**src/rtl/rxaf_pkg.sv**
```systemverilog
package rxaf_pkg;
   localparam int unsigned WORD_W = 32;
   localparam int unsigned MAC_W  = 48;

   typedef enum logic [1:0] {
      FC_UCAST = 2'd0,
      FC_MCAST = 2'd1,
      FC_BCAST = 2'd2
   } frame_class_e;

   typedef struct packed {
      logic inv_cmp;    // bit 4
      logic cmp_en;     // bit 3
      logic take_bc;    // bit 2
      logic take_mc;    // bit 1
      logic take_uc;    // bit 0
   } filt_ctrl_t;

   localparam int unsigned CTRL_W = $bits(filt_ctrl_t);

   localparam logic [1:0] SEL_CTRL = 2'd0;
   localparam logic [1:0] SEL_EN   = 2'd1;
   localparam logic [1:0] SEL_HI   = 2'd2;
   localparam logic [1:0] SEL_LO   = 2'd3;
endpackage

```
**src/rtl/rxaf_cfg_regs.sv**
```systemverilog
module rxaf_cfg_regs
   import rxaf_pkg::*;
#(
   parameter logic [MAC_W-1:0] STATION_MAC = 48'h02_11_22_33_44_55,
   parameter int unsigned      SEL_W       = 2
)(
   input  logic              clk,
   input  logic              rst_n,
   input  logic              wr_en,
   input  logic [SEL_W-1:0]  wr_sel,
   input  logic [WORD_W-1:0] wr_data,
   input  logic [SEL_W-1:0]  rd_sel,
   output logic [WORD_W-1:0] rd_data,
   output filt_ctrl_t        ctrl,
   output logic              ent_en,
   output logic [MAC_W-1:0]  ent_addr
);
   localparam int unsigned HI_W = WORD_W;
   localparam int unsigned LO_W = MAC_W - WORD_W;

   if (SEL_W != 2) begin : g_bad_sel
      $error("rxaf_cfg_regs: SEL_W must be 2");
   end
   if (MAC_W <= WORD_W) begin : g_bad_split
      $error("rxaf_cfg_regs: address must span two words");
   end

   filt_ctrl_t      ctrl_q;
   logic            en_q;
   logic [HI_W-1:0] hi_q;
   logic [LO_W-1:0] lo_q;

   always_ff @(posedge clk) begin
      if (!rst_n) begin
         ctrl_q <= '0;
         en_q   <= 1'b0;
         hi_q   <= STATION_MAC[MAC_W-1 -: HI_W];
         lo_q   <= STATION_MAC[LO_W-1:0];
      end else if (wr_en) begin
         case (wr_sel)
            SEL_CTRL: ctrl_q <= filt_ctrl_t'(wr_data[CTRL_W-1:0]);
            SEL_EN:   en_q   <= wr_data[0];
            SEL_HI:   hi_q   <= wr_data;
            default:  lo_q   <= wr_data[WORD_W-1 -: LO_W];
         endcase
      end
   end

   always_comb begin
      case (rd_sel)
         SEL_CTRL: rd_data = {{(WORD_W-CTRL_W){1'b0}}, ctrl_q};
         SEL_EN:   rd_data = {{(WORD_W-1){1'b0}}, en_q};
         SEL_HI:   rd_data = hi_q;
         default:  rd_data = {lo_q, {(WORD_W-LO_W){1'b0}}};
      endcase
   end

   assign ctrl     = ctrl_q;
   assign ent_en   = en_q;
   assign ent_addr = {hi_q, lo_q};

   AST_EN_WRITE_LANDS: assert property (@(posedge clk) disable iff (!rst_n)
      wr_en && wr_sel == SEL_EN |=> ent_en == $past(wr_data[0]));
endmodule

```
**src/rtl/rxaf_class_decode.sv**
```systemverilog
module rxaf_class_decode
   import rxaf_pkg::*;
#(
   parameter int unsigned ADDR_W = MAC_W
)(
   input  logic [ADDR_W-1:0] addr,
   output frame_class_e      cls
);
   localparam int unsigned GROUP_BIT = ADDR_W - 8;

   if (ADDR_W % 8 != 0 || ADDR_W < 16) begin : g_bad_w
      $error("rxaf_class_decode: ADDR_W must be whole bytes");
   end

   always_comb begin
      if (&addr)                 cls = FC_BCAST;
      else if (addr[GROUP_BIT])  cls = FC_MCAST;
      else                       cls = FC_UCAST;
   end
endmodule

```
**src/rtl/rxaf_addr_match.sv**
```systemverilog
module rxaf_addr_match #(
   parameter int unsigned ADDR_W = 48
)(
   input  logic [ADDR_W-1:0] a,
   input  logic [ADDR_W-1:0] b,
   output logic              equal
);
   localparam int unsigned NBYTES = ADDR_W / 8;

   if (ADDR_W % 8 != 0) begin : g_bad_w
      $error("rxaf_addr_match: ADDR_W must be whole bytes");
   end

   logic [NBYTES-1:0] byte_eq;

   for (genvar g = 0; g < NBYTES; g++) begin : g_byte
      assign byte_eq[g] = (a[g*8 +: 8] == b[g*8 +: 8]);
   end

   assign equal = &byte_eq;
endmodule

```
**src/rtl/rxaf_decide.sv**
```systemverilog
module rxaf_decide
   import rxaf_pkg::*;
(
   input  logic         clk,
   input  logic         rst_n,
   input  logic         in_valid,
   input  frame_class_e cls,
   input  logic         addr_eq,
   input  filt_ctrl_t   ctrl,
   input  logic         ent_en,
   output logic         out_valid,
   output logic         out_accept
);
   logic hit;
   logic take;

   always_comb begin
      hit = ctrl.cmp_en & ent_en & addr_eq;
      case (cls)
         FC_BCAST: take = ctrl.inv_cmp | ctrl.take_bc;
         FC_MCAST: take = ctrl.inv_cmp | ctrl.take_mc;
         default:  take = ctrl.take_uc | (ctrl.inv_cmp ? ~hit : hit);
      endcase
   end

   always_ff @(posedge clk) begin
      if (!rst_n) begin
         out_valid  <= 1'b0;
         out_accept <= 1'b0;
      end else begin
         out_valid  <= in_valid;
         out_accept <= in_valid & take;
      end
   end

   AST_VALID_FOLLOWS: assert property (@(posedge clk) disable iff (!rst_n)
      in_valid |=> out_valid);
   AST_VALID_CAUSED: assert property (@(posedge clk) disable iff (!rst_n)
      out_valid |-> $past(in_valid));
   AST_ACCEPT_QUIET: assert property (@(posedge clk) disable iff (!rst_n)
      !out_valid |-> !out_accept);
   AST_UCAST_ALL: assert property (@(posedge clk) disable iff (!rst_n)
      in_valid && cls == FC_UCAST && ctrl.take_uc |=> out_accept);
   AST_BCAST_DROP: assert property (@(posedge clk) disable iff (!rst_n)
      in_valid && cls == FC_BCAST && !ctrl.inv_cmp && !ctrl.take_bc |=> !out_accept);
   AST_GROUP_INV: assert property (@(posedge clk) disable iff (!rst_n)
      in_valid && cls != FC_UCAST && ctrl.inv_cmp |=> out_accept);
   AST_UCAST_NOCMP: assert property (@(posedge clk) disable iff (!rst_n)
      in_valid && cls == FC_UCAST && !ctrl.take_uc && !ctrl.inv_cmp && !ctrl.cmp_en
      |=> !out_accept);
endmodule

```
**src/rtl/rx_addr_filter.sv**
```systemverilog
module rx_addr_filter
   import rxaf_pkg::*;
#(
   parameter logic [47:0] STATION_MAC = 48'h02_11_22_33_44_55
)(
   input  logic        clk,
   input  logic        rst_n,
   input  logic        wr_en,
   input  logic [1:0]  wr_sel,
   input  logic [31:0] wr_data,
   input  logic [1:0]  rd_sel,
   output logic [31:0] rd_data,
   input  logic        in_valid,
   input  logic [47:0] dst_addr,
   output logic        out_valid,
   output logic        out_accept
);
   filt_ctrl_t        ctrl;
   logic              ent_en;
   logic [MAC_W-1:0]  ent_addr;
   frame_class_e      cls;
   logic              addr_eq;

   rxaf_cfg_regs #(.STATION_MAC(STATION_MAC), .SEL_W(2)) u_regs (
      .clk      (clk),
      .rst_n    (rst_n),
      .wr_en    (wr_en),
      .wr_sel   (wr_sel),
      .wr_data  (wr_data),
      .rd_sel   (rd_sel),
      .rd_data  (rd_data),
      .ctrl     (ctrl),
      .ent_en   (ent_en),
      .ent_addr (ent_addr)
   );

   rxaf_class_decode #(.ADDR_W(MAC_W)) u_class (
      .addr (dst_addr),
      .cls  (cls)
   );

   rxaf_addr_match #(.ADDR_W(MAC_W)) u_match (
      .a     (dst_addr),
      .b     (ent_addr),
      .equal (addr_eq)
   );

   rxaf_decide u_decide (
      .clk        (clk),
      .rst_n      (rst_n),
      .in_valid   (in_valid),
      .cls        (cls),
      .addr_eq    (addr_eq),
      .ctrl       (ctrl),
      .ent_en     (ent_en),
      .out_valid  (out_valid),
      .out_accept (out_accept)
   );

   AST_ENTRY_WRITE_HI: assert property (@(posedge clk) disable iff (!rst_n)
      wr_en && wr_sel == SEL_HI |=> rd_sel != SEL_HI || rd_data == $past(wr_data));
endmodule

```
**config.mk**
```make
export PLATFORM = sky130hd
export DESIGN_NAME = rx_addr_filter
export DESIGN_NICKNAME = d
export VERILOG_FILES = /design/src/rtl/rxaf_pkg.sv /design/src/rtl/rxaf_cfg_regs.sv /design/src/rtl/rxaf_class_decode.sv /design/src/rtl/rxaf_addr_match.sv /design/src/rtl/rxaf_decide.sv /design/src/rtl/rx_addr_filter.sv
export SDC_FILE = /design/constraint.sdc
export NUM_CORES = 1
export LEC_CHECK = 0
export ABC_CLOCK_PERIOD_IN_PS = 3100
export BUFFER_PORTS_ARGS = -buffer_cell sky130_fd_sc_hd__buf_2
export CAP_MARGIN = 30
export CORE_ASPECT_RATIO = 1.75
export CORE_UTILIZATION = 54
export CTS_CLUSTER_SIZE = 20
export DETAILED_ROUTE_END_ITERATION = 10
export GPL_ROUTABILITY_DRIVEN = 0
export PLACE_DENSITY = 0.92
export SLEW_MARGIN = 20
export SYNTH_ARGS = -nofsm -noshare
export SYNTH_HDL_FRONTEND = slang
export SYNTH_HIERARCHICAL = 1
export SYNTH_SLANG_ARGS = --single-unit
```
**constraint.sdc**
```tcl
create_clock -name clk -period 3.1 [get_ports clk]
set_clock_uncertainty 0.2 [all_clocks]
set_input_delay 0.155 -clock clk [delete_from_list [all_inputs] [get_ports clk]]
set_output_delay 0.155 -clock clk [all_outputs]
set_load 0.02 [all_outputs]
```
**Yosys cells after proc, flatten, opt, wreduce, memory -nomap -nowiden**

Cells that the tools add are included.

- Register bits: 56
- Bits of input ports: 88
- Word-level logic and storage cells: 44

- Eq/ne operators: 12
- Multiplexer cells: 5
- Bitwise logic cells: 8
- Reduce and logical (&&, ||, !) cells: 9

Operator list:

| operator | count |
|---|---|
| $pmux 32 s3 | 1 |
| $eq 8x8->1 | 6 |
| $reduce_and 48->1 | 1 |
| $reduce_and 2->1 | 4 |
| $eq 2x1->1 const B | 3 |
| $eq 2x2->1 const B | 3 |
| $reduce_and 6->1 | 1 |
| $logic_not 2->1 | 2 |
| $and 1x1->1 | 3 |
| $or 1x1->1 | 3 |
| $reduce_or 3->1 | 1 |
| $mux 1 | 2 |
| $mux 2 | 1 |
| $not 1->1 | 2 |
| $pmux 1 s2 | 1 |

**Depth between registers and ports, before layout**

Gate-level depths: netlist of run 1.

- Depth in word-level cells: 8
- Gate-level depth with buffers: 8
- Depth with buffers taken out: 8

**Hierarchy**

Netlist of run 1, hierarchy kept.

By module, submodules not included:

| module | instances | cells each | area an instance (sq um) | seq. area each (sq um) |
|---|---|---|---|---|
| rxaf_cfg_regs | 1 | 289 | 2,608.8 | 1,081.0 |
| rxaf_addr_match | 1 | 64 | 524.3 | 0.0 |
| rxaf_class_decode | 1 | 18 | 116.4 | 0.0 |
| rxaf_decide | 1 | 11 | 112.6 | 40.0 |

**Worst setup path after synthesis of run 1**

No wires, ideal clock.

- Path type: input port to flip-flop
- Start point: input port dst_addr[2]
- End point: register u_decide.out_accept
- Library setup time: 119 ps
- Arrival: 1,547 ps
- Path slack: 1,234 ps
- Cell stages on the path: 8
- Path buffers: 0
- Cells stage by stage: nand4_1 > nor4_1 > and3_1 > inv_1 > ha_1 > mux2_4 > a2bb2oi_1 > o221a_1

- Elaborated cells between the ends (all ways): 12
- Classes of those cells: 3 x eq/ne; 3 x mux; 4 x bitwise; 2 x reduce/logical

RTL lines:

| element | RTL line | text |
|---|---|---|
| start, declared | rx_addr_filter.sv:14 | `input logic [47:0] dst_addr,` |
| $reduce_and 48->1 (*) | rxaf_class_decode.sv:16 | `if (&addr) cls = FC_BCAST;` |
| $mux 2 (*) | rxaf_class_decode.sv:16 |  |
| net cls[1] | rx_addr_filter.sv:21 | `frame_class_e cls;` |
| $eq 2x1->1 / $eq 2x2->1 (equally long branches) | rxaf_decide.sv:19 | `case (cls)` |
| $pmux 1 s2 (*) | rxaf_decide.sv:19 |  |
| $and 1x1->1 (*) | rxaf_decide.sv:32 | `out_accept <= in_valid & take;` |
| end signal, assigned | rxaf_decide.sv:32 |  |
| end, declared | rxaf_decide.sv:12 | `output logic out_accept` |

The timed path passes the listed nets; every way through them passes the cells marked *.
A chain may end at the register's enable or synchronous reset.

**Final worst setup path of run 1**

- Start point: register u_regs.hi_q[11]
- End point: register u_decide.out_accept

- Cells in the longest elaborated chain, start to end: 8

RTL lines:

| element | RTL line | text |
|---|---|---|
| start, declared | rxaf_cfg_regs.sv:30 | `logic [HI_W-1:0] hi_q;` |
| start signal, assigned | rxaf_cfg_regs.sv:37 | `hi_q <= STATION_MAC[MAC_W-1 -: HI_W];` |
| start signal, assigned | rxaf_cfg_regs.sv:43 | `SEL_HI: hi_q <= wr_data;` |
| $eq 8x8->1 (*) | rxaf_addr_match.sv:17 | `assign byte_eq[g] = (a[g*8 +: 8] == b[g*8 +: 8]);` |
| $reduce_and 6->1 (*) | rxaf_addr_match.sv:20 | `assign equal = &byte_eq;` |
| net addr_eq | rx_addr_filter.sv:22 | `logic addr_eq;` |
| $and 1x1->1 (*) | rxaf_decide.sv:18 | `hit = ctrl.cmp_en & ent_en & addr_eq;` |
| $not 1->1 | rxaf_decide.sv:22 | `default: take = ctrl.take_uc \| (ctrl.inv_cmp ? ~hit : hit);` |
| $mux 1 (*) | rxaf_decide.sv:22 |  |
| $or 1x1->1 (*) | rxaf_decide.sv:22 |  |
| $pmux 1 s2 (*) | rxaf_decide.sv:19 |  |
| $and 1x1->1 (*) | rxaf_decide.sv:32 |  |

Marks and branches as above.

==> results by group, run 1 <==
Clock tree
  • Root Driver: clkbuf_8
  • Sink Count: 56
  • CTS tree: yes
  • Clk Latency, worst-skew pair: 0.31 ns
  • Post-CTS Setup Repair Bufs: 0
  • H-tree levels: 2
  • Inserted Clock Buffers: 5
  • Clock slew at reported path FFs: 0.09 ns
  • Max clock buf depth: 2

Worst hold path
  • Hold crit path type: input port to flip-flop
  • WHS Path Cells: 3

Final layout
  • Final cell count without fillers: 597
  • Nets: 608
  • Share of cells above drive strength 1: 25.8%
  • Final Instance Area: 4380 um2
  • Ant diodes: 0
  • Layout fillers: 448
  • Area delta synth->final: 30.1%

STA
  • Headroom to the max-slew limit: 50.5%
  • Final Slew Violations: 0
  • Final period util: 66.7%
  • Endpoints failing hold: 0
  • Hold_ws: 0.0951 ns
  • Crit path time final: 2.07 ns
  • RSZ-0062 raised after global routing: false
  • Setup TNS: 0 ns
  • Worst Tran Pin Value: 0.743 ns
  • Endpoints failing setup: 0
  • F_max: 484 MHz

Setup path
  • WP data required: 3.16 ns
  • Worst reg-to-reg path cell count: 7
  • R2R setup slack: 1.03 ns
  • Slowest-stage cell, CP: nor4_1
  • Worst Setup Start Kind: flip-flop
  • Worst Path Arrival: 2.13 ns
  • CP Max Fanout: 3
  • CP peak stage delay: 0.41 ns
  • CP Class: flip-flop to flip-flop
  • Crit. End Element: flip-flop
  • CP cell instances: xor2_1 > nor4_1 > nand4_1 > nor3_2 > nand3_1 > a2bb2oi_1 > o221a_1

Route
  • Routed len/inst: 17.7 um
  • Routed Antenna Nets: 0
  • Vias: 3434
  • Drt via density: 5.75
  • 1st-iter DRT viols: 182
  • DRC: 0
  • Initial DRT Pass Iterations: 7
  • Post-Route WL: 10600 um

Floorplan
  • Effective utilization at floorplan: 56.7%
  • Die footprint: 6560 um2
  • Io pins: 122
  • Chip height: 106 um
  • Die Wd: 61.6 um
  • Std cell rows: 37
  • CORE AREA: 5930 um2

Yosys
  • Sequential share of the synthesized area: 33.3%
  • Syn. warnings: 6
  • Syn nets: 471
  • Leading area contributor after synthesis: dfxtp_1
  • Synth Flop Type: dfxtp_1
  • Synth Instances: 382
  • Number of library cell types mapped by synthesis: 29
  • Syn Area/Cell: 8.80 um2
  • Area share of the largest cell type after synthesis: 33.3%
  • Flops & latches, synth: 56
  • Mapped Area: 3360 um2
  • EDFF count, synth: 0
  • FFs w/ async S/R, synth: 0%
  • Top cells by area, synth: dfxtp_1, mux2i_1, xor2_1
  • Commonest cells post-synth: nand2_1, mux2i_1, dfxtp_1, xor2_1, nor2b_1
  • Cell with the most instances after synthesis: nand2_1

Placed design
  • Placed cell areas: 3950 um2
  • Hpwl dp: 7640 um
  • Dpl cells: 557
  • PortBufs: 121

Global routing
  • Global-route wire length before repair: 15800 um
  • Gr usage total: 32.8%
  • Initial antenna violation count: 0
  • Vias in the first global route: 3506
  • Total grt overflow: 0
  • Largest net degree at the start of global routing: 50

Outcome
  • Status: complete, no violations

Power and ir drop
  • Lkg Pwr: 2.10 nW
  • Maximum VDD drop: 0.206 mV
  • PwrDens: 354 nW/um2
  • Total power: 1.55 mW

Flow run
  • Max Cap Violations: 0
-- cell usage in the layout, fill, tap and decap left out, drive strengths merged, types with 11 or more instances in the layout --
cell type	count
buf	123
nand2	68
mux2i	64
dfxtp	56
xor2	48
dlygate4sd3	33
nor2b	24
nand4	19
nor4	15
inv	13
and2	12
o211ai	11
-- where the power goes --
part | total, mW | switching, mW | internal [mW]
clock | 0.427 | 0.227 | 0.199
combinational | 0.345 | 0.186 | 0.159
sequential | 0.777 | 0.0294 | 0.747
-- state kept, by name, indices dropped and copies added (netlist names) --
name,count
u_regs/ctrl,5
u_decide/out_valid,1
u_decide/out_accept,1
u_regs/ent_en,1
u_regs/hi_q,32
u_regs/lo_q,16
-- cells by family (layout without fill, tap and decap cells) --
group / Yosys count / count (layout) / synth area share (%)
compound gates: 15 / 15 / 3.42
xor+xnor: 48 / 48 / 12.5
fa+ha+maj: 1 / 1 / 0.372
buf+inv: 39 / 176 / 5.73
flops: 56 / 56 / 33.3
mux: 65 / 65 / 19.5
simple gates: 158 / 158 / 25.1
-- metal layers --
layer	part of all wire [%]	GRT usage, %	vias to the layer above
li1	-	-	1576
met1	35	33.3	1605
met2	53	58.0	199
met3	6.9	5.60	54
met4	5.2	20.5	0
met5	0	0	-
-- metrics by stage --
step / util, % / setup slack [ns]
floorplan: - / 1.23
global placement: 66.6 / 0.944
detailed placement: 66.6 / 0.827
CTS: 73.8 / 1.14
global route: 73.8 / 1.00
finish: 73.8 / 1.03
-- worst max-delay path: cells and delay by family (launching register included) --
| kind | cells | cell delay (ns) |
|---|---|---|
| compound gates | 2 | 0.36 |
| xor+xnor | 1 | 0.19 |
| flops | 1 | 0.34 |
| simple gates | 4 | 0.93 |
-- final cells by class --
class | instances | area [um2] | share of cell area (%)
clock buffer | 7 | 96.3 | 2.20
multi-input combinational | 287 | 2050 | 46.8
tap | 78 | 97.6 | 2.23
sequential | 56 | 1120 | 25.6
timing repair buffer | 156 | 963 | 22.0
inverter | 13 | 48.8 | 1.12
-- path summary, 6_finish.rpt --
kind,startpoint,end
worst max-delay path,u_regs/hi_q[11]$_SDFFE_PN0P_,u_decide/out_accept$_SDFF_PN0_
worst min-delay path,wr_en,u_regs/hi_q[0]$_SDFFE_PN1P_
worst max register to register,u_regs/hi_q[11]$_SDFFE_PN0P_,u_decide/out_accept$_SDFF_PN0_
worst min register to register,u_regs/ent_en$_SDFFE_PN0P_,u_regs/ent_en$_SDFFE_PN0P_
-- timing repair --
item,in CTS,in global routing
hold buffers,33,0
gates resized for setup,0,0
endpoints found under the hold margin,55,0
No activity file was read; power rests on OpenSTA's default activity.
==> run 2, diff against run 1 <==
--- a/config.mk
+++ b/config.mk
@@ -5,15 +5,15 @@
 export SDC_FILE = /design/constraint.sdc
 export NUM_CORES = 1
 export LEC_CHECK = 0
-export ABC_CLOCK_PERIOD_IN_PS = 3100
+export ABC_CLOCK_PERIOD_IN_PS = 2000
 export BUFFER_PORTS_ARGS = -buffer_cell sky130_fd_sc_hd__buf_2
 export CAP_MARGIN = 30
 export CORE_ASPECT_RATIO = 1.75
-export CORE_UTILIZATION = 54
+export CORE_UTILIZATION = 50
 export CTS_CLUSTER_SIZE = 20
 export DETAILED_ROUTE_END_ITERATION = 10
 export GPL_ROUTABILITY_DRIVEN = 0
-export PLACE_DENSITY = 0.92
+export PLACE_DENSITY = 0.87
 export SLEW_MARGIN = 20
 export SYNTH_ARGS = -nofsm -noshare
 export SYNTH_HDL_FRONTEND = slang
==> constraint.sdc (replaced) <==
create_clock -name clk -period 2 [get_ports clk]
set_clock_uncertainty 0.2 [all_clocks]
set_input_delay 0.1 -clock clk [delete_from_list [all_inputs] [get_ports clk]]
set_output_delay 0.1 -clock clk [all_outputs]
set_load 0.02 [all_outputs]
==> run 2 against run 1 <==
Compared with the run above:
- the flow now finishes with violations (negative setup slack)
- non-clock buffer count grew 31
- clock power up 140%
- die area increased by 7.8%
- sequential cell count did not move
- cell count up 6.0%
- design area rose by 8.0%
- critical path type is now input port to flip-flop
==> results by group, run 2 (synthesized netlist as in run 1, its figures left out) <==
Outcome
  • Status: finished, violations left
  • Failing checks: negative setup slack

Route
  • 1st-iter DRT viols: 221 (+21%)
  • Vias: 3624 (+5.5%)
  • Initial DRT Pass Iterations: 8 (+1)
  • Routed Antenna Nets: 0 (unchanged)
  • Drt via density: 5.73 (-0.47%)
  • Routed len/inst: 18.4 um (+3.7%)
  • Post-Route WL: 11600 um (+9.9%)
  • DRC: 0 (unchanged)

Clock tree
  • Max clock buf depth: 2 (unchanged)
  • Inserted Clock Buffers: 5 (unchanged)
  • Post-CTS Setup Repair Bufs: 0 (unchanged)
  • H-tree levels: 2 (unchanged)
  • CTS tree: yes
  • Sink Count: 56 (unchanged)
  • Clk Latency, worst-skew pair: 0.30 ns (about the same)
  • Clock slew at reported path FFs: 0.07 ns (-0.02 ns)
  • Root Driver: clkbuf_16

STA
  • Final worst setup slack: -0.0701 ns (-1.10 ns)
  • Crit path time final: 2.07 ns
  • Endpoints failing setup: 1 (+1)
  • Final Slew Violations: 0 (unchanged)
  • Final period util: 104%
  • Endpoints failing hold: 0 (unchanged)
  • F_max: 483 MHz
  • Worst Tran Pin Value: 0.679 ns (-0.0634 ns)
  • Headroom to the max-slew limit: 54.6% (+4.1 points)

Setup path
  • Worst Setup Start Kind: input port
  • CP Class: input port to flip-flop
  • R2R setup slack: -0.01 ns (-1.04 ns)
  • Crit. End Element: flip-flop
  • Reg2reg start: u_regs/hi_q[15]$_SDFFE_PN0P_
  • Crit Reg-Reg Endpoint: u_decide/out_accept$_SDFF_PN0_
  • Worst Path Arrival: 2.06 ns (-0.07 ns)
  • CP Max Fanout: 2 (-1)
  • Worst reg-to-reg path cell count: 7 (unchanged)
  • WP data required: 1.99 ns (-1.17 ns)

Floorplan
  • Chip height: 110 um (+3.8%)
  • Std cell rows: 39 (+5.4%)
  • Effective utilization at floorplan: 51.8% (-4.9 points)
  • CORE AREA: 6490 um2 (+9.5%)
  • Io pins: 122 (unchanged)
  • Die Wd: 64.0 um (+3.8%)
  • Die footprint: 7070 um2 (+7.8%)

Final layout
  • Max FFs per register: 32 (unchanged)
  • Most frequent cells in the layout: buf_2, nand2_1, mux2i_1
  • Share of cells above drive strength 1: 30.9% (+5.0 points)
  • Final Instance Area: 4720 um2 (+8.0%)
  • Nets: 639 (+5.1%)
  • Area delta synth->final: 40.5%
  • Layout fillers: 457 (+2.0%)
  • Ant diodes: 0 (unchanged)
  • Final Util: 72.8% (-1.0 points)
  • Top reg by flops: u_regs/hi_q
  • Commonest non-fill, non-tap cell in the layout: buf_2

Placed design
  • Placed cell areas: 4200 um2 (+6.3%)
  • PortBufs: 121 (unchanged)
  • Hpwl dp: 8080 um (+5.8%)
  • Place WS: -0.142 ns (-0.969 ns)

Worst hold path
  • WHS Endpoint: u_regs/lo_q[2]$_SDFFE_PN1P_
  • Hold path startpoint: wr_sel[0]
  • Hold crit path type: input port to flip-flop
  • WHS Path Cells: 3 (unchanged)

Flow run
  • Max Cap Violations: 0 (unchanged)

Global routing
  • Largest net degree at the start of global routing: 36 (-28%)
  • Vias in the first global route: 3598 (+2.6%)
  • Initial antenna violation count: 0 (unchanged)
  • Global-route wire length before repair: 17600 um (+11%)
  • Gr usage total: 32.3% (-0.49 points)
  • Total grt overflow: 0 (unchanged)

Power and ir drop
  • Maximum VDD drop: 0.588 mV (+190%)
  • Switching power total: 0.773 mW (+75%)
  • PwrDens: 595 nW/um2 (+68%)
  • Lkg Pwr: 2.29 nW (+8.9%)
  • Sw frac: 27.5% (-1.1 points)
  • Comb pwr share: 21.3% (-1.0 points)
  • Sequential Power Share: 42.9% (-7.3 points)
  • Clk pwr share: 35.9% (+8.4 points)
  • Int Power: 2.04 mW (+84%)
## run 2: cell count changes in the layout (fill, tap and decap cells not counted)
cell       before  now
clkbuf_16       0    5
buf_4           1   31
nor4_1         14    9
buf_12          1    2
bufinv_16       0    1
clkinv_2        0    1
nor4_2          1    6
clkbuf_1        0    1
clkbuf_8        7    0
## run 2: per-stage QoR
stage	power, mW	hold WS (ns)	instances	TNS (ns)
5_1_grt	2.88	0.0801	633	-0.109
6_report	2.81	0.0485	633	-0.0701
3_3_place_gp	1.73	0.154	592	-0.0688
4_1_cts	2.78	0.0481	633	0
2_1_floorplan	1.50	0.0421	382	0
3_5_place_dp	1.75	0.159	592	-0.142
## run 2: layer usage
layer	up-vias	track usage, %	wire (um)
met4	0	19.7	566
met2	240	54.5	5760
met3	52	6.92	1010
met5	-	0	0
met1	1691	35.9	4300
li1	1641	-	-
## run 2: critical path, cell delays in order
cell       delay [ns]
buf_2            0.10
nand4_1          0.14
nor4_1           0.55
and3_1           0.26
inv_1            0.05
ha_1             0.19
mux2_4           0.30
a2bb2oi_1        0.13
o221a_1          0.22
## run 2: final cells by class
type	count	area (um2)	share of cell area, %
clock buffers	6	129	2.73
clock inverters	2	35.0	0.742
inverters	13	48.8	1.03
multi-input cells	287	2080	44.0
flip-flops and latches	56	1120	23.7
well taps	82	103	2.17
repair buffers	187	1210	25.6
## run 2: repair_timing
item / 4_1_cts / 5_1_grt
endpoints found under the hold margin: 55 / 0
endpoints found under the setup margin: 1 / 1
hold buffers: 33 / 0
pin swaps: 0 / 4
resized for setup: 1 / 4
## run 2: worst max path at each step
stage | startpoint | end | slack [ns] | cells after the start
global placement | dst_addr[24] | u_decide/out_accept$_SDFF_PN0_ | -0.07 | 9
floorplan | dst_addr[2] | u_decide/out_accept$_SDFF_PN0_ | 0.19 | 8
global route | dst_addr[2] | u_decide/out_accept$_SDFF_PN0_ | -0.11 | 9
CTS | u_regs/lo_q[2]$_SDFFE_PN1P_ | u_decide/out_accept$_SDFF_PN0_ | 0.005 | 7
finish | dst_addr[2] | u_decide/out_accept$_SDFF_PN0_ | -0.07 | 9
detailed placement | dst_addr[2] | u_decide/out_accept$_SDFF_PN0_ | -0.14 | 9
## run 2: power groups by stage
stage          clock network, mW  logic, mW  registers, mW
2_1_floorplan                  0      0.280           1.22
3_3_place_gp                   0      0.505           1.23
3_5_place_dp                   0      0.517           1.23
4_1_cts                     1.00      0.573           1.20
5_1_grt                     1.04      0.632           1.21
6_report                    1.01      0.598           1.20
==> run 3, diff against run 2 <==
--- a/config.mk
+++ b/config.mk
@@ -5,15 +5,14 @@
 export SDC_FILE = /design/constraint.sdc
 export NUM_CORES = 1
 export LEC_CHECK = 0
-export ABC_CLOCK_PERIOD_IN_PS = 2000
+export ABC_CLOCK_PERIOD_IN_PS = 1700
 export BUFFER_PORTS_ARGS = -buffer_cell sky130_fd_sc_hd__buf_2
-export CAP_MARGIN = 30
 export CORE_ASPECT_RATIO = 1.75
-export CORE_UTILIZATION = 50
+export CORE_UTILIZATION = 45
 export CTS_CLUSTER_SIZE = 20
 export DETAILED_ROUTE_END_ITERATION = 10
 export GPL_ROUTABILITY_DRIVEN = 0
-export PLACE_DENSITY = 0.87
+export PLACE_DENSITY = 0.83
 export SLEW_MARGIN = 20
 export SYNTH_ARGS = -nofsm -noshare
 export SYNTH_HDL_FRONTEND = slang
==> constraint.sdc (replaced) <==
create_clock -name clk -period 1.7 [get_ports clk]
set_clock_uncertainty 0.2 [all_clocks]
set_input_delay 0.085 -clock clk [delete_from_list [all_inputs] [get_ports clk]]
set_output_delay 0.085 -clock clk [all_outputs]
set_load 0.02 [all_outputs]
==> run 3 against run 2 <==
Compared with the run above:
- the flow still finishes with violations (negative setup slack)
- critical endpoint unchanged
- hold slack got worse by 0.031 ns
- register-to-register slack got worse by 0.38 ns
- utilization is 0.079 points higher
- first-iteration DRC count grew 92%
- design area up 12%
- via count is 9.2% higher
- combinational power grew 40%
- cell count up 10%
==> results by group, run 3 (synthesized netlist as in run 1, its figures left out) <==
Clock tree
  • Clk Latency, worst-skew pair: 0.30 ns (about the same)
  • H-tree levels: 2 (unchanged)
  • Sink Count: 56 (unchanged)
  • Post-CTS Setup Repair Bufs: 0 (unchanged)
  • Max clock buf depth: 2 (unchanged)
  • CTS tree: yes
  • Clock slew at reported path FFs: 0.07 ns (about the same)
  • Root Driver: clkbuf_16
  • Inserted Clock Buffers: 5 (unchanged)

Final layout
  • Storage element area: 1120 um2 (+0.22%)
  • Layout fillers: 466 (+2.0%)
  • Final cell count without fillers: 698 (+10%)
  • Area delta synth->final: 56.8%
  • Most frequent cells in the layout: buf_2, buf_4, nand2_1
  • Ant diodes: 0 (unchanged)
  • Top reg by flops: u_regs/hi_q
  • Commonest non-fill, non-tap cell in the layout: buf_2
  • Max FFs per register: 32 (unchanged)
  • Final Util: 72.9% (+0.079 points)
  • Final Instance Area: 5270 um2 (+12%)
  • Nets: 701 (+9.7%)
  • Share of cells above drive strength 1: 38.9% (+8.0 points)
  • Multi-input logic area: 2120 um2 (+1.8%)

STA
  • Crit path time final: 2.09 ns
  • Worst Tran Pin Value: 0.616 ns (-0.0631 ns)
  • Setup TNS: -0.393 ns (-0.323 ns)
  • Endpoints failing setup: 1 (unchanged)
  • Final Slew Violations: 0 (unchanged)
  • Final worst setup slack: -0.393 ns (-0.323 ns)
  • F_max: 478 MHz
  • Final period util: 123%
  • Endpoints failing hold: 0 (unchanged)
  • Headroom to the max-slew limit: 58.8% (+4.3 points)
  • RSZ-0062 raised after global routing: true

Route
  • DR top layer: met4
  • Met2 wire length: 6470 um (+12%)
  • Met1 WL: 4760 um (+11%)
  • Initial DRT Pass Iterations: 6 (-2)
  • Drt via density: 5.67 (-0.98%)
  • DRC: 0 (unchanged)
  • Vias: 3957 (+9.2%)
  • Wire length on met3: 1010 um (-0.40%)
  • Post-Route WL: 13300 um (+14%)
  • Routed Antenna Nets: 0 (unchanged)
  • Routed len/inst: 19.0 um (+3.3%)
  • 1st-iter DRT viols: 424 (+92%)

Setup path
  • CP Class: flip-flop to flip-flop
  • Buffer and inverter count on the worst path: 0 (-2)
  • CP cell instances: xor2_2 > nor4_4 > nand4_1 > nor3_2 > nand3_1 > o221a_1
  • Slowest-stage cell, CP: nor4_4
  • Worst Path Arrival: 2.09 ns (+0.03 ns)
  • Crit. End Element: flip-flop
  • R2R setup slack: -0.39 ns (-0.38 ns)
  • WP data required: 1.70 ns (-0.29 ns)
  • Crit path max-delay family: simple AND/OR/NAND/NOR gates
  • Worst Setup Start Kind: flip-flop
  • CP Max Fanout: 2 (unchanged)
  • CP peak stage delay: 0.43 ns (-0.12 ns)

Floorplan
  • Chip height: 116 um (+5.3%)
  • Die Wd: 67.3 um (+5.2%)
  • Effective utilization at floorplan: 46.5% (-5.3 points)
  • Io pins: 122 (unchanged)
  • Die footprint: 7830 um2 (+11%)
  • Std cell rows: 41 (+5.1%)
  • CORE AREA: 7230 um2 (+11%)

Power and ir drop
  • Lkg Pwr: 2.61 nW (+14%)
  • PwrDens: 678 nW/um2 (+14%)
  • Maximum VDD drop: 0.595 mV (+1.1%)

Placed design
  • Place WS: -0.352 ns (-0.211 ns)
  • Hpwl dp: 8770 um (+8.6%)
  • PortBufs: 121 (unchanged)
  • Placed cell areas: 4680 um2 (+12%)
  • Dpl cells: 657 (+11%)

Global routing
  • Gr usage total: 34.8% (+2.5 points)
  • Initial antenna violation count: 0 (unchanged)
  • Total grt overflow: 0 (unchanged)
  • Global-route wire length before repair: 19500 um (+11%)
  • Largest net degree at the start of global routing: 83 (+130%)
  • Vias in the first global route: 3915 (+8.8%)

Outcome
  • Failing checks: negative setup slack
  • Status: finished, violations left

Worst hold path
  • Hold crit path type: input port to flip-flop

Flow run
  • Max Cap Violations: 0 (unchanged)
## run 3: changes by cell type in the layout (fill, tap and decap cells not counted), sizes merged
cell and delta:
clkinv -1, buf +61, bufinv +1, clkbuf -1
dlygate4sd3 +1
## run 3: repair_timing
| action | 4_1_cts | 5_1_grt |
|---|---|---|
| hold endpoints to repair | 56 | 0 |
| pin swaps | 7 | 2 |
| endpoints found under the setup margin | 1 | 1 |
| hold buffers | 34 | 0 |
| resized for setup | 7 | 4 |
## run 3: metrics by stage
step	hold slack [ns]	power, mW
final	0.0171	3.58
after global routing	0.0240	3.67
after CTS	0.00525	3.53
after detailed placement	0.145	2.15
after global placement	0.140	2.13
after floorplan	0.0271	1.76
## run 3: metal layers
metal | global-route usage [%] | vias up
li1 | - | 1769
met1 | 34.8 | 1820
met2 | 56.7 | 279
met4 | 28.4 | 0
met3 | 12.1 | 89
met5 | 0 | -
## run 3: final cells by class
cell class,count,area share [%]
Inverter,13,0.926
Clock buffer,5,2.37
Tap cell,86,2.04
Sequential cell,56,21.3
Multi-Input combinational cell,287,40.2
Timing Repair Buffer,249,32.0
Clock inverter,2,1.14
## run 3: worst paths after layout
kind / cells after the start / start / to
hold reg to reg: 2 / u_regs/ctrl[0]$_SDFFE_PN0P_ / u_regs/ctrl[0]$_SDFFE_PN0P_
hold / removal: 3 / wr_en / u_regs/hi_q[9]$_SDFFE_PN1P_
setup reg to reg: 6 / u_regs/hi_q[31]$_SDFFE_PN0P_ / u_decide/out_accept$_SDFF_PN0_
setup / recovery: 6 / u_regs/hi_q[31]$_SDFFE_PN0P_ / u_decide/out_accept$_SDFF_PN0_
## run 3: worst reg2reg max path, cell delays in order (launching register included)
cell,delay (ns)
dfxtp_2,0.34
xor2_2,0.20
nor4_4,0.43
nand4_1,0.23
nor3_2,0.18
nand3_1,0.14
o221a_1,0.27
## run 3: report_power, final
part / internal, mW / switching (mW)
clock: 0.837 / 0.491
sequential: 1.36 / 0.0455
combinational: 0.416 / 0.424
